<file path="config.mk">
export PLATFORM = sky130hd
export DESIGN_NAME = spi_shift_engine
export DESIGN_NICKNAME = d
export VERILOG_FILES = /design/src/rtl/spi_eng_pkg.sv /design/src/rtl/spi_baud_gen.sv /design/src/rtl/spi_shifter.sv /design/src/rtl/spi_shift_engine.sv
export SDC_FILE = /design/constraint.sdc
export NUM_CORES = 1
export LEC_CHECK = 0
export ABC_AREA = 1
export CELL_PAD_IN_SITES_DETAIL_PLACEMENT = 0
export CELL_PAD_IN_SITES_GLOBAL_PLACEMENT = 1
export CORE_MARGIN = 1
export CORE_UTILIZATION = 41
export DETAILED_ROUTE_END_ITERATION = 12
export DONT_BUFFER_PORTS = 1
export PLACE_DENSITY = 0.74
export SYNTH_ARGS = -nofsm -noshare
export SYNTH_HDL_FRONTEND = slang
export SYNTH_SLANG_ARGS = --single-unit
</file>
<file path="constraint.sdc">
create_clock -name clk -period 2.21 [get_ports clk]
set_input_delay 0.3315 -clock clk [delete_from_list [all_inputs] [get_ports clk]]
set_output_delay 0.3315 -clock clk [all_outputs]
set_load 0.02 [all_outputs]
</file>
<file path="src/rtl/spi_eng_pkg.sv">
package spi_eng_pkg;

  typedef enum logic [1:0] {
    WS_8   = 2'd0,
    WS_16  = 2'd1,
    WS_32  = 2'd2,
    WS_RSV = 2'd3
  } wsize_e;

  // number of bits in a word for a size code (8 << code)
  function automatic int unsigned bits_of(wsize_e s);
    return 32'd8 << s;
  endfunction

endpackage

</file>
<file path="src/rtl/spi_baud_gen.sv">
module spi_baud_gen #(
  parameter int DIV_W = 9
) (
  input  logic             clk,
  input  logic             rst_n,
  input  logic             run,
  input  logic [DIV_W-1:0] div,
  output logic             tick
);

  logic [DIV_W-1:0] cnt;

  assign tick = run && (cnt == div);

  always_ff @(posedge clk or negedge rst_n) begin
    if (!rst_n)        cnt <= '0;
    else if (!run)     cnt <= '0;
    else if (tick)     cnt <= '0;
    else               cnt <= cnt + 1'b1;
  end

  // each half-period restarts the count from zero
  a_r1_restart: assert property (@(posedge clk) disable iff (!rst_n)
    tick |=> (cnt == '0));

endmodule

</file>
<file path="src/rtl/spi_shifter.sv">
module spi_shifter #(
  parameter int DATA_W = 32,
  parameter int PH_W   = $clog2(2 * DATA_W)
) (
  input  logic              clk,
  input  logic              rst_n,
  input  logic              enable,
  input  logic              start,
  input  logic              tick,
  input  logic [DATA_W-1:0] load_data,
  input  logic [PH_W-1:0]   nbits,
  input  logic              late,
  input  logic              miso,
  output logic              busy,
  output logic              ph_odd,
  output logic              mosi,
  output logic              done,
  output logic [DATA_W-1:0] rx_word
);

  localparam logic [PH_W-1:0] FULL_W = PH_W'(DATA_W);

  logic [DATA_W-1:0] tx_sh, rx_sh, rx_nxt;
  logic [PH_W-1:0]   ph, last_ph, shamt;
  logic              at_last, sample, shift_out;

  assign ph_odd    = ph[0];
  assign at_last   = (ph == last_ph);
  assign sample    = busy && tick && (ph[0] == late);
  assign shift_out = busy && tick && ph[0] && !at_last;
  assign rx_nxt    = sample ? {rx_sh[DATA_W-2:0], miso} : rx_sh;
  assign rx_word   = rx_nxt;
  assign done      = enable && busy && tick && at_last;
  assign mosi      = tx_sh[DATA_W-1];
  assign shamt     = FULL_W - nbits;

  always_ff @(posedge clk or negedge rst_n) begin
    if (!rst_n) begin
      busy    <= 1'b0;
      ph      <= '0;
      last_ph <= '0;
      tx_sh   <= '0;
      rx_sh   <= '0;
    end else if (!enable) begin
      busy <= 1'b0;
      ph   <= '0;
    end else if (start) begin
      busy    <= 1'b1;
      ph      <= '0;
      last_ph <= (nbits << 1) - 1'b1;
      tx_sh   <= load_data << shamt;
      rx_sh   <= '0;
    end else if (busy && tick) begin
      rx_sh <= rx_nxt;
      if (shift_out) tx_sh <= tx_sh << 1;
      if (at_last) busy <= 1'b0;
      else         ph   <= ph + 1'b1;
    end
  end

  // the phase never runs past the last half-period of the word
  a_r3_ph_bound: assert property (@(posedge clk) disable iff (!rst_n)
    busy |-> (ph <= last_ph));
  // the word-complete edge ends busy
  a_r11_done_ends: assert property (@(posedge clk) disable iff (!rst_n)
    done |=> !busy);

endmodule

</file>
<file path="src/rtl/spi_shift_engine.sv">
module spi_shift_engine #(
  parameter int DATA_W = 32,
  parameter int DIV_W  = 9
) (
  input  logic              clk,
  input  logic              rst_n,
  input  logic              enable,
  input  logic              cpol,
  input  logic              edge_sel,
  input  logic              late_smp,
  input  logic [1:0]        word_sel,
  input  logic [DIV_W-1:0]  baud_div,
  input  logic              hw_cs_en,
  input  logic              tx_valid,
  input  logic [DATA_W-1:0] tx_data,
  output logic              tx_ready,
  output logic              rx_valid,
  output logic [DATA_W-1:0] rx_data,
  input  logic              rx_ready,
  input  logic              miso,
  output logic              sck,
  output logic              mosi,
  output logic              cs_n,
  output logic              busy
);
  import spi_eng_pkg::*;

  localparam int PH_W = $clog2(2 * DATA_W);

  wsize_e            ws;
  logic [PH_W-1:0]   nbits;
  logic              tick, ph_odd, done, start, rx_room;
  logic [DATA_W-1:0] rx_word;

  assign ws       = wsize_e'(word_sel);
  assign nbits    = PH_W'(bits_of(ws));
  assign rx_room  = !rx_valid || rx_ready;
  assign tx_ready = enable && !busy && rx_room && (ws != WS_RSV);
  assign start    = tx_valid && tx_ready;

  spi_baud_gen #(.DIV_W(DIV_W)) u_baud (
    .clk  (clk),
    .rst_n(rst_n),
    .run  (busy && enable),
    .div  (baud_div),
    .tick (tick)
  );

  spi_shifter #(.DATA_W(DATA_W), .PH_W(PH_W)) u_shift (
    .clk      (clk),
    .rst_n    (rst_n),
    .enable   (enable),
    .start    (start),
    .tick     (tick),
    .load_data(tx_data),
    .nbits    (nbits),
    .late     (late_smp),
    .miso     (miso),
    .busy     (busy),
    .ph_odd   (ph_odd),
    .mosi     (mosi),
    .done     (done),
    .rx_word  (rx_word)
  );

  // active in half-period h when (h odd) xor (data changes on leading edge)
  assign sck  = cpol ^ (busy & (ph_odd ^ ~edge_sel));
  assign cs_n = !(hw_cs_en && enable && (tx_valid || busy));

  always_ff @(posedge clk or negedge rst_n) begin
    if (!rst_n) begin
      rx_valid <= 1'b0;
      rx_data  <= '0;
    end else if (done) begin
      rx_valid <= 1'b1;
      rx_data  <= rx_word;
    end else if (rx_ready) begin
      rx_valid <= 1'b0;
    end
  end

  // a held received word stays put
  a_r7_rx_hold: assert property (@(posedge clk) disable iff (!rst_n)
    (rx_valid && !rx_ready) |=> (rx_valid && $stable(rx_data)));
  // no word in flight while the receive slot is occupied
  a_r7_no_overlap: assert property (@(posedge clk) disable iff (!rst_n)
    busy |-> !rx_valid);
  // no accept while shifting
  a_r8_idle_accept: assert property (@(posedge clk) disable iff (!rst_n)
    tx_ready |-> !busy);
  // disabling ends a word on the next edge
  a_r10_abort: assert property (@(posedge clk) disable iff (!rst_n)
    !enable |=> !busy);
  // chip-select unused when hardware select is off
  a_r9_cs_off: assert property (@(posedge clk) disable iff (!rst_n)
    !hw_cs_en |-> cs_n);
  // reserved size code never accepts
  a_r2_reserved: assert property (@(posedge clk) disable iff (!rst_n)
    (word_sel == 2'd3) |-> !tx_ready);

endmodule

</file>
### Yosys cells after proc, flatten, opt, wreduce, memory -nomap -nowiden

Index checks and enable logic that the tools add are counted.

| word-level totals | value |
|---|---|
| register bits | 119 |
| bits of input ports | 53 |
| output and inout bits | 38 |
| logic and storage cells | 71 |

| operators by class | value |
|---|---|
| add/sub/neg operators | 4 |
| equal/unequal tests | 7 |
| shifts and indexed selects | 2 |
| muxes and demuxes | 18 |
| bitwise gates (word level) | 4 |
| reduce and logical (&&, ||, !) cells | 28 |

Operators with widths:

| operator | count |
|---|---|
| 32-bit two-way mux | 6 |
| 32-bit by 6-bit << shifter with 32-bit output | 1 |
| 6-bit two-way mux | 4 |
| 9-bit two-way mux | 2 |
| 1-bit logical AND | 14 |
| 9-bit by 1-bit adder with 9-bit output, second input constant | 1 |
| 9-bit == test | 1 |
| 2-bit AND reduction | 4 |
| 6-bit by 1-bit adder with 6-bit output, second input constant | 1 |
| 6-bit == test | 1 |
| 1-bit two-way mux | 6 |
| 3-bit by 1-bit inequality test with 1-bit output, second input constant | 2 |
| 2-bit nonzero test | 3 |
| 4-bit by 2-bit << shifter with 6-bit output, first input constant | 1 |
| 6-bit by 1-bit subtractor with 6-bit output, second input constant | 1 |
| 6-bit subtractor, first input constant | 1 |
| 1-bit logical NOT | 4 |
| 3-bit inequality test, second input constant | 1 |
| 3-bit AND reduction | 1 |
| 1-bit logical OR | 2 |
| 2-bit inequality test, second input constant | 1 |
| 1-bit bitwise XOR | 2 |
| 1-bit bitwise AND | 1 |
| 1-bit == test | 1 |
| 1-bit NOT | 1 |

### Depth between registers and ports, before layout

Gate-level depths: netlist of the first run.

| logic depth | value |
|---|---|
| word-level depth | 8 |
| depth in mapped cells | 13 |
| mapped depth without buffers | 12 |

### Modules after synthesis

From an unflattened synthesis of the first run, not the netlist that was laid out.

| second synthesis, totals | value |
|---|---|
| cells, all modules | 1,164 |
| area, all modules | 7,703.6 um^2 |

By module, submodules not included:

| module | times used | cells an instance | area each (um^2) | seq. area each (um^2) |
|---|---|---|---|---|
| spi_shifter | 1 | 907 | 5,669.2 | 1,926.8 |
| spi_shift_engine | 1 | 164 | 1,426.4 | 825.8 |
| spi_baud_gen | 1 | 93 | 608.1 | 225.2 |

### Least setup slack after synthesis of the first run

No wires, ideal clock.

| path | value |
|---|---|
| path kind | register to register |
| from | register u_shift.busy |
| to | register u_shift.rx_sh[10] |
| arrival | 1,522 ps |
| required time | 2,078 ps |
| path slack | 556 ps |
| stages on the path, launching flop included | 9 |
| buffers on the path | 2 |
| clock period less this slack | 1,654 ps |
| cell sequence | dfrtp_1 > nor2_1 > nand3_1 > inv_1 > nand2_1 > inv_2 > buf_2 > clkbuf_1 > nor2_1 |

| on the way | value |
|---|---|
| word-level cells in the longest chain between the ends | 7 |
| elaborated cells between the ends (all ways) | 14 |
| those cells by class | mux (3); reduce/logical (11) |

RTL lines:

| what | line | source |
|---|---|---|
| start, declared | spi_shifter.sv:14 | `output logic busy,` |
| start signal, assigned | spi_shifter.sv:39 | `busy <= 1'b0;` |
| start signal, assigned | spi_shifter.sv:45 | `busy <= 1'b0;` |
| start signal, assigned | spi_shifter.sv:48 | `busy <= 1'b1;` |
| 1-bit logical NOT * | spi_shift_engine.sv:38 | `assign tx_ready = enable && !busy && rx_room && (ws != WS_RSV);` |
| 1-bit logical AND * (3 in series) | spi_shift_engine.sv:38 |  |
| net tx_ready | spi_shift_engine.sv:16 | `output logic tx_ready,` |
| 1-bit logical AND * | spi_shift_engine.sv:39 | `assign start = tx_valid && tx_ready;` |
| 2-bit nonzero test (no source line) | n/a |  |
| 2-bit AND reduction (no source line) | n/a |  |
| end signal, assigned | spi_shifter.sv:54 | `rx_sh <= rx_nxt;` |
| end, declared | spi_shifter.sv:23 | `logic [DATA_W-1:0] tx_sh, rx_sh, rx_nxt;` |

The timed path passes the listed nets; every way through them passes the cells marked *. The select of a mux whose other input is x is not followed.
A chain may end at the register's enable or synchronous reset.

### Worst setup path in the final report of the first run

| path | value |
|---|---|
| from | register u_shift.ph[0] |
| to | output port sck |

| on the way | value |
|---|---|
| word-level cells in the longest chain between the ends | 3 |

RTL lines:

| what | line | source |
|---|---|---|
| start, declared | spi_shifter.sv:24 | `logic [PH_W-1:0] ph, last_ph, shamt;` |
| start signal, assigned | spi_shifter.sv:57 | `else ph <= ph + 1'b1;` |
| 1-bit bitwise XOR | spi_shift_engine.sv:67 | `assign sck = cpol ^ (busy & (ph_odd ^ ~edge_sel));` |
| 1-bit bitwise AND | spi_shift_engine.sv:67 |  |
| 1-bit bitwise XOR | spi_shift_engine.sv:67 |  |
| end, declared | spi_shift_engine.sv:21 | `output logic sck,` |

No other way between the ends.

==> results.py, run 1 <==
metrics = {
    "status": {
        "run_status": "finished, violations left",
        "violations": "hold timing",
    },
    "worst_setup_path": {
        "cpMaxStageDelayCell": "dfrtp_1",
        "crit_top_cell": "xnor2_1",
        "critPathCaptureType": "output pin",
        "crit_chain": "xnor2_1, nand2_1, xnor2_1",
        "crit_arrival_ps": 1590,
        "cp_num_buf_inv": 0,
        "crit_path_max_fanout": 8,
        "cp.depth": 3,
        "criticalPathCategory": "flip-flop to output pin",
        "crit_path_start_kind": "flip-flop",
        "cp.required_ps": 1880,
        "crit_family": "XOR/XNOR gates",
        "rr_worst_depth": 10,
        "max_stage_delay_ps": 500,
    },
    "cts": {
        "cts_made_buffers": 17,
        "cts_tree": "built",
        "postCtsResizedCells": 0,
        "cts_max_level": 4,
        "cts_num_sinks": 116,
        "cts_setup_buffers": 0,
        "path_clk_slew_ps": 50,
        "ctsRootBufferMaster": "clkbuf_16",
        "clk_path_buf_depth": 2,
        "insertion_delay_ps": 420,
    },
    "timing": {
        "fmax_mhz": 521,
        "worstMarginPinSlew_ps": 645,
        "setup-tns-final_ps": 0,
        "hold_ws_ps": -390,
        "maxSlewHeadroom": 0.570,
        "setup_viol": 0,
        "finalCritPeriodShare": 0.869,
        "clock_skew_ps": 6.79,
        "min_period_ps": 1920,
        "hold_viol": 116,
        "final_max_slew_viol_count": 0,
        "rsz0062_at_grt": "no",
    },
    "routing": {
        "avgRoutedWirePerCell_microns": 14.6,
        "drt_iter0_markers": 359,
        "wirelength_microns": 14700,
        "ant_nets": 0,
        "vias_per_cell": 5.06,
        "drc_errors": 0,
        "via_count": 5083,
        "first_pass_iters": 4,
    },
    "cells_and_area": {
        "final-seq-area_sq_mm": 0.00290,
        "final_core_util": 0.477,
        "areaGrowthSynthToFinish_pct": 11.6,
        "final_cell_mix": "309 x nand2_1, 116 x dfrtp_1, 111 x nand3_1",
        "final_common_cell": "nand2_1",
        "drive_gt1_frac": 0.0679,
        "multi_input_area_sq_mm": 0.00258,
        "final_nets": 867,
        "fillers": 1406,
        "num_antenna_cells": 0,
    },
    "placement": {
        "dpl.hpwl_microns": 9360,
        "place_congestion": 0.829,
        "io_buffers": 0,
    },
    "global_routing": {
        "first_global_vias": 5014,
        "grt_use_total": 0.213,
        "grt_max_degree": 117,
        "grt_pass1_wl_microns": 24700,
        "grt_overflow_total": 0,
        "antenna_found_initial": 0,
    },
    "job": {
        "drv_cap": 0,
    },
    "worst_hold_path": {
        "hold_path_class": "input port to async pin",
    },
    "die": {
        "fp.dieH_microns": 123,
        "core_sq_mm": 0.0141,
        "start_util": 0.428,
        "design.die.area_sq_mm": 0.0152,
        "io_pins": 91,
        "fp-row-count": 43,
        "die_w_microns": 123,
    },
    "synthesis": {
        "synth_nets": 879,
        "postSynthAreaPerCell_sq_um": 7.32,
        "synth-seq-area-share": 0.482,
        "synth.distinct_cells": 28,
        "netlist_instances": 824,
        "synth_area_sq_mm": 0.00603,
        "yosys_warnings": 0,
        "ys_seq_elements": 116,
    },
    "pwr": {
        "leakagePower_uw": 0.00362,
        "peakVddDrop_mv": 0.547,
        "cellPowerDensity_mw_per_mm2": 845,
    },
}
[layout make-up]
cell class,count,share of cell area
Timing Repair Buffer,11,0.0160
Inverter,83,0.0463
Tap cell,180,0.0335
Sequential cell,116,0.431
Clock inverter,8,0.0145
Multi-Input combinational cell,583,0.384
Clock buffer,24,0.0746
[logic make-up (layout without fill, tap and decap cells)]
family | count (synthesis) | in the layout | share of synthesized area
xor+xnor | 13 | 13 | 0.0189
flops | 116 | 116 | 0.482
simple gates | 499 | 499 | 0.342
buf+inv | 125 | 126 | 0.0919
fa+ha+maj | 2 | 2 | 0.00415
compound gates | 69 | 69 | 0.0610
[metrics by stage]
step / hold slack (ps) / setup WS (ps) / instance area, sq um / cells / power, uW
final: -390 / 290 / 6730 / 1005 / 5690
after global routing: -421 / 127 / 6730 / 1005 / 5960
after CTS: -410 / 266 / 6730 / 1005 / 5760
after detailed placement: 39.5 / 335 / 6130 / 973 / 2940
after global placement: 39.4 / 381 / 6130 / 973 / 2930
after floorplan: 35.9 / 556 / 6030 / 824 / 2830
[layer usage]
metal	up-vias	share of wire	GRT usage
met3	19	0.064	0.0752
li1	2559	-	-
met4	0	0.018	0.0723
met5	-	0	0
met2	127	0.44	0.327
met1	2378	0.47	0.278
[registers in the layout (all words and copies together) (netlist names)]
name and count:
rx_data 32, rx_valid 1, u_baud.cnt 9, u_shift.busy 1, u_shift.last_ph 3, u_shift.ph 6
u_shift.rx_sh 32, u_shift.tx_sh 32
[Yosys cell counts]
master / count / area, sq um
a21oi_1: 2 / 10.0
a31oi_1: 2 / 12.5
buf_2: 14 / 70.1
buf_4: 6 / 45.0
buf_6: 6 / 67.6
clkbuf_1: 16 / 60.1
clkinv_1: 1 / 3.75
dfrtp_1: 116 / 2900
ha_1: 2 / 25.0
inv_1: 76 / 285
inv_2: 6 / 22.5
nand2_1: 310 / 1160
nand2_2: 2 / 12.5
nand3_1: 111 / 556
nand4_1: 1 / 6.26
nand4_2: 1 / 12.5
nor2_1: 63 / 236
nor2_2: 2 / 12.5
nor2_8: 1 / 20.0
nor3_1: 5 / 25.0
nor3b_1: 1 / 7.51
nor4_1: 1 / 6.26
o211ai_1: 7 / 52.6
o21ai_0: 57 / 285
o31ai_1: 1 / 7.51
or2_2: 1 / 6.26
xnor2_1: 5 / 43.8
xor2_1: 8 / 70.1
[report_power, final]
| group | total [uW] | internal [uW] | switching, uW | leakage, uW |
|---|---|---|---|---|
| Clock | 2780 | 1800 | 980 | 0.000288 |
| Sequential | 2410 | 2300 | 110 | 0.00159 |
| Combinational | 496 | 198 | 298 | 0.00174 |
| Total | 5690 | 4300 | 1390 | 0.00362 |
[path summary, 6_finish.rpt]
check	start	endpoint	slack, ps
max in group asynchronous	rst_n	u_shift.tx_sh[15]	2360
max	u_shift.ph[0]	sck	290
min in group clk	tx_data[0]	u_shift.tx_sh[0]	40
max reg2reg	u_baud.cnt[6]	rx_data[19]	310
min	rst_n	u_baud.cnt[4]	-390
min reg2reg	u_baud.cnt[0]	u_baud.cnt[0]	500
(Power assumes the default switching activity.)
==> run 2, diff against run 1 <==
Settings changed: CTS_BUF_LIST set to sky130_fd_sc_hd__clkbuf_8 sky130_fd_sc_hd__clkbuf_16.
Clock period 2.21 ns to 2.1 ns, I/O delays scaled along.
==> run 2 against run 1 <==
  * First-iteration DRC count fell by 8.1%
  * Sequential cell count did not move
  * Critical path type unchanged
  * Register-to-register slack got worse by 20 ps
  * Sequential share of layout area fell by 0.21 points
  * Highest routed layer unchanged
  * Clock power rose by 3%
  * Largest power group unchanged
  * Wire length fell by 0.87%
  * Worst hold slack got worse by 13 ps
  * Non-clock buffer count rose by 2
  * The flow still finishes with violations (hold timing)
==> results.py, run 2 (synthesized netlist as in run 1, its figures left out) <==
metrics = {
    "cells_and_area": {
        "final_cell_mix": "309 x nand2_1, 116 x dfrtp_1, 111 x nand3_1",
        "final_nets": 869,
        "num_antenna_cells": 0,
        "top_regs": "rx_data x32, u_shift.rx_sh x32, u_shift.tx_sh x32",
        "fin_area_sq_mm": 0.00676,
        "fillers": 1418,
        "areaGrowthSynthToFinish_pct": 12.1,
        "final_core_util": 0.480,
        "fin_cells": 1006,
        "drive_gt1_frac": 0.0678,
        "final_common_cell": "nand2_1",
    },
    "worst_setup_path": {
        "criticalPathCategory": "flip-flop to output pin",
        "crit_arrival_ps": 1620,
        "max_stage_delay_ps": 390,
        "rr_worst_depth": 10,
        "crit_start": "u_shift.ph[0]",
        "cpMaxStageDelayCell": "dfrtp_1",
        "r2r_start": "u_baud.cnt[6]",
        "r2r_end": "rx_data[25]",
        "crit_chain": "buf_4, xnor2_1, nand2_1, xnor2_1",
        "endpoint": "sck",
        "critPathCaptureType": "output pin",
        "crit_path_start_kind": "flip-flop",
        "crit_path_max_fanout": 6,
        "crit_top_cell": "xnor2_1",
        "r2r_setup_slack_ps": 290,
        "cp.required_ps": 1780,
    },
    "routing": {
        "met3_length_microns": 871,
        "met2_length_microns": 6430,
        "drt_iter0_markers": 330,
        "top_layer_used": "met4",
        "ant_nets": 0,
        "via_count": 5131,
        "drc_errors": 0,
        "wirelength_microns": 14500,
        "avgRoutedWirePerCell_microns": 14.4,
        "first_pass_iters": 7,
        "wl_met1_microns": 6910,
        "vias_per_cell": 5.10,
    },
    "timing": {
        "clock_skew_ps": 8.93,
        "hold_viol": 116,
        "hold_ws_ps": -402,
        "min_period_ps": 1930,
        "finalCritPeriodShare": 0.921,
        "worstMarginPinSlew_ps": 639,
        "setup_viol": 0,
        "setup-tns-final_ps": 0,
        "final_max_slew_viol_count": 0,
        "maxSlewHeadroom": 0.573,
        "fmax_mhz": 517,
        "rsz0062_at_grt": "no",
    },
    "cts": {
        "cts_setup_buffers": 0,
        "cts_num_sinks": 116,
        "clk_path_buf_depth": 2,
        "cts_max_level": 4,
        "postCtsResizedCells": 0,
        "cts_tree": "built",
        "cts_made_buffers": 17,
        "ctsRootBufferMaster": "clkbuf_16",
        "path_clk_slew_ps": 50,
        "insertion_delay_ps": 420,
    },
    "pwr": {
        "pwr-share-seq": 0.429,
        "leakagePower_uw": 0.00365,
        "comb_power_share": 0.089,
        "cellPowerDensity_mw_per_mm2": 875,
        "p_switching_uw": 1460,
        "intPower_uw": 4450,
        "peakVddDrop_mv": 0.510,
        "switching_share": 0.248,
        "clkPwrFrac": 0.482,
    },
    "placement": {
        "placed_cell_area_sq_mm": 0.00618,
        "dp.cells": 975,
        "place_congestion": 0.818,
        "io_buffers": 0,
        "dpl.hpwl_microns": 9370,
    },
    "global_routing": {
        "grt_overflow_total": 0,
        "antenna_found_initial": 0,
        "grt_max_degree": 117,
        "grt_pass1_wl_microns": 24100,
        "grt_use_total": 0.206,
        "first_global_vias": 4930,
    },
    "status": {
        "run_status": "finished, violations left",
        "violations": "hold timing",
    },
    "die": {
        "design.die.area_sq_mm": 0.0152,
        "core_sq_mm": 0.0141,
        "die_w_microns": 123,
        "io_pins": 91,
        "start_util": 0.428,
        "fp.dieH_microns": 123,
        "fp-row-count": 43,
    },
    "worst_hold_path": {
        "hold_path_class": "input port to async pin",
    },
    "job": {
        "drv_cap": 0,
    },
}
==> run 2: cell types whose count changed in the layout (fill, tap and decap cells not counted), sizes merged <==
cell    previous run  this run
clkbuf            24        20
inv               82        85
buf               11        13
==> run 2: per-layer routing <==
metal | global-route usage | vias up
li1 | - | 2565
met3 | 0.0613 | 24
met1 | 0.278 | 2404
met5 | 0 | -
met4 | 0.0889 | 0
met2 | 0.306 | 138
==> run 2: area by class of cell <==
class	count	area [sq um]	share of cell area
Timing Repair Buffer	13	160	0.0237
Clock buffer	20	467	0.0690
Clock inverter	11	113	0.0167
Multi-Input combinational cell	583	2580	0.382
Tap cell	180	225	0.0333
Inverter	83	312	0.0461
Sequential cell	116	2900	0.429
==> run 2: how the worst min path moves through the flow <==
stage	endpoint	startpoint	cells past startpoint	slack (ps)
after floorplan	rx_data[0]	rst_n	0	20
after global placement	u_baud.cnt[3]	rst_n	0	20
after detailed placement	u_baud.cnt[5]	rst_n	0	20
after CTS	u_shift.ph[5]	rst_n	0	-420
after global routing	u_baud.cnt[5]	rst_n	0	-430
final	u_baud.cnt[5]	rst_n	0	-400
==> run 2: power by group through the flow <==
stage / registers (uW) / clock network (uW) / logic (uW)
after global placement: 2570 / 0 / 523
final: 2540 / 2850 / 525
after global routing: 2560 / 3030 / 617
after floorplan: 2540 / 0 / 429
after CTS: 2540 / 2920 / 532
after detailed placement: 2570 / 0 / 532
==> run 2: stage by stage <==
stage                     setup slack [ps]  power [uW]
after floorplan                        446        2970
after global placement                 349        3090
after detailed placement               298        3100
after CTS                              135        5990
after global routing                  11.0        6210
final                                  166        5910
==> run 2: critical path, delay by kind of cell (launching register included) <==
kind	cells	cell delay (ps)
buffers and inverters	1	180
AND/OR/NAND/NOR	1	80
flip-flops	1	390
XOR/XNOR	2	550
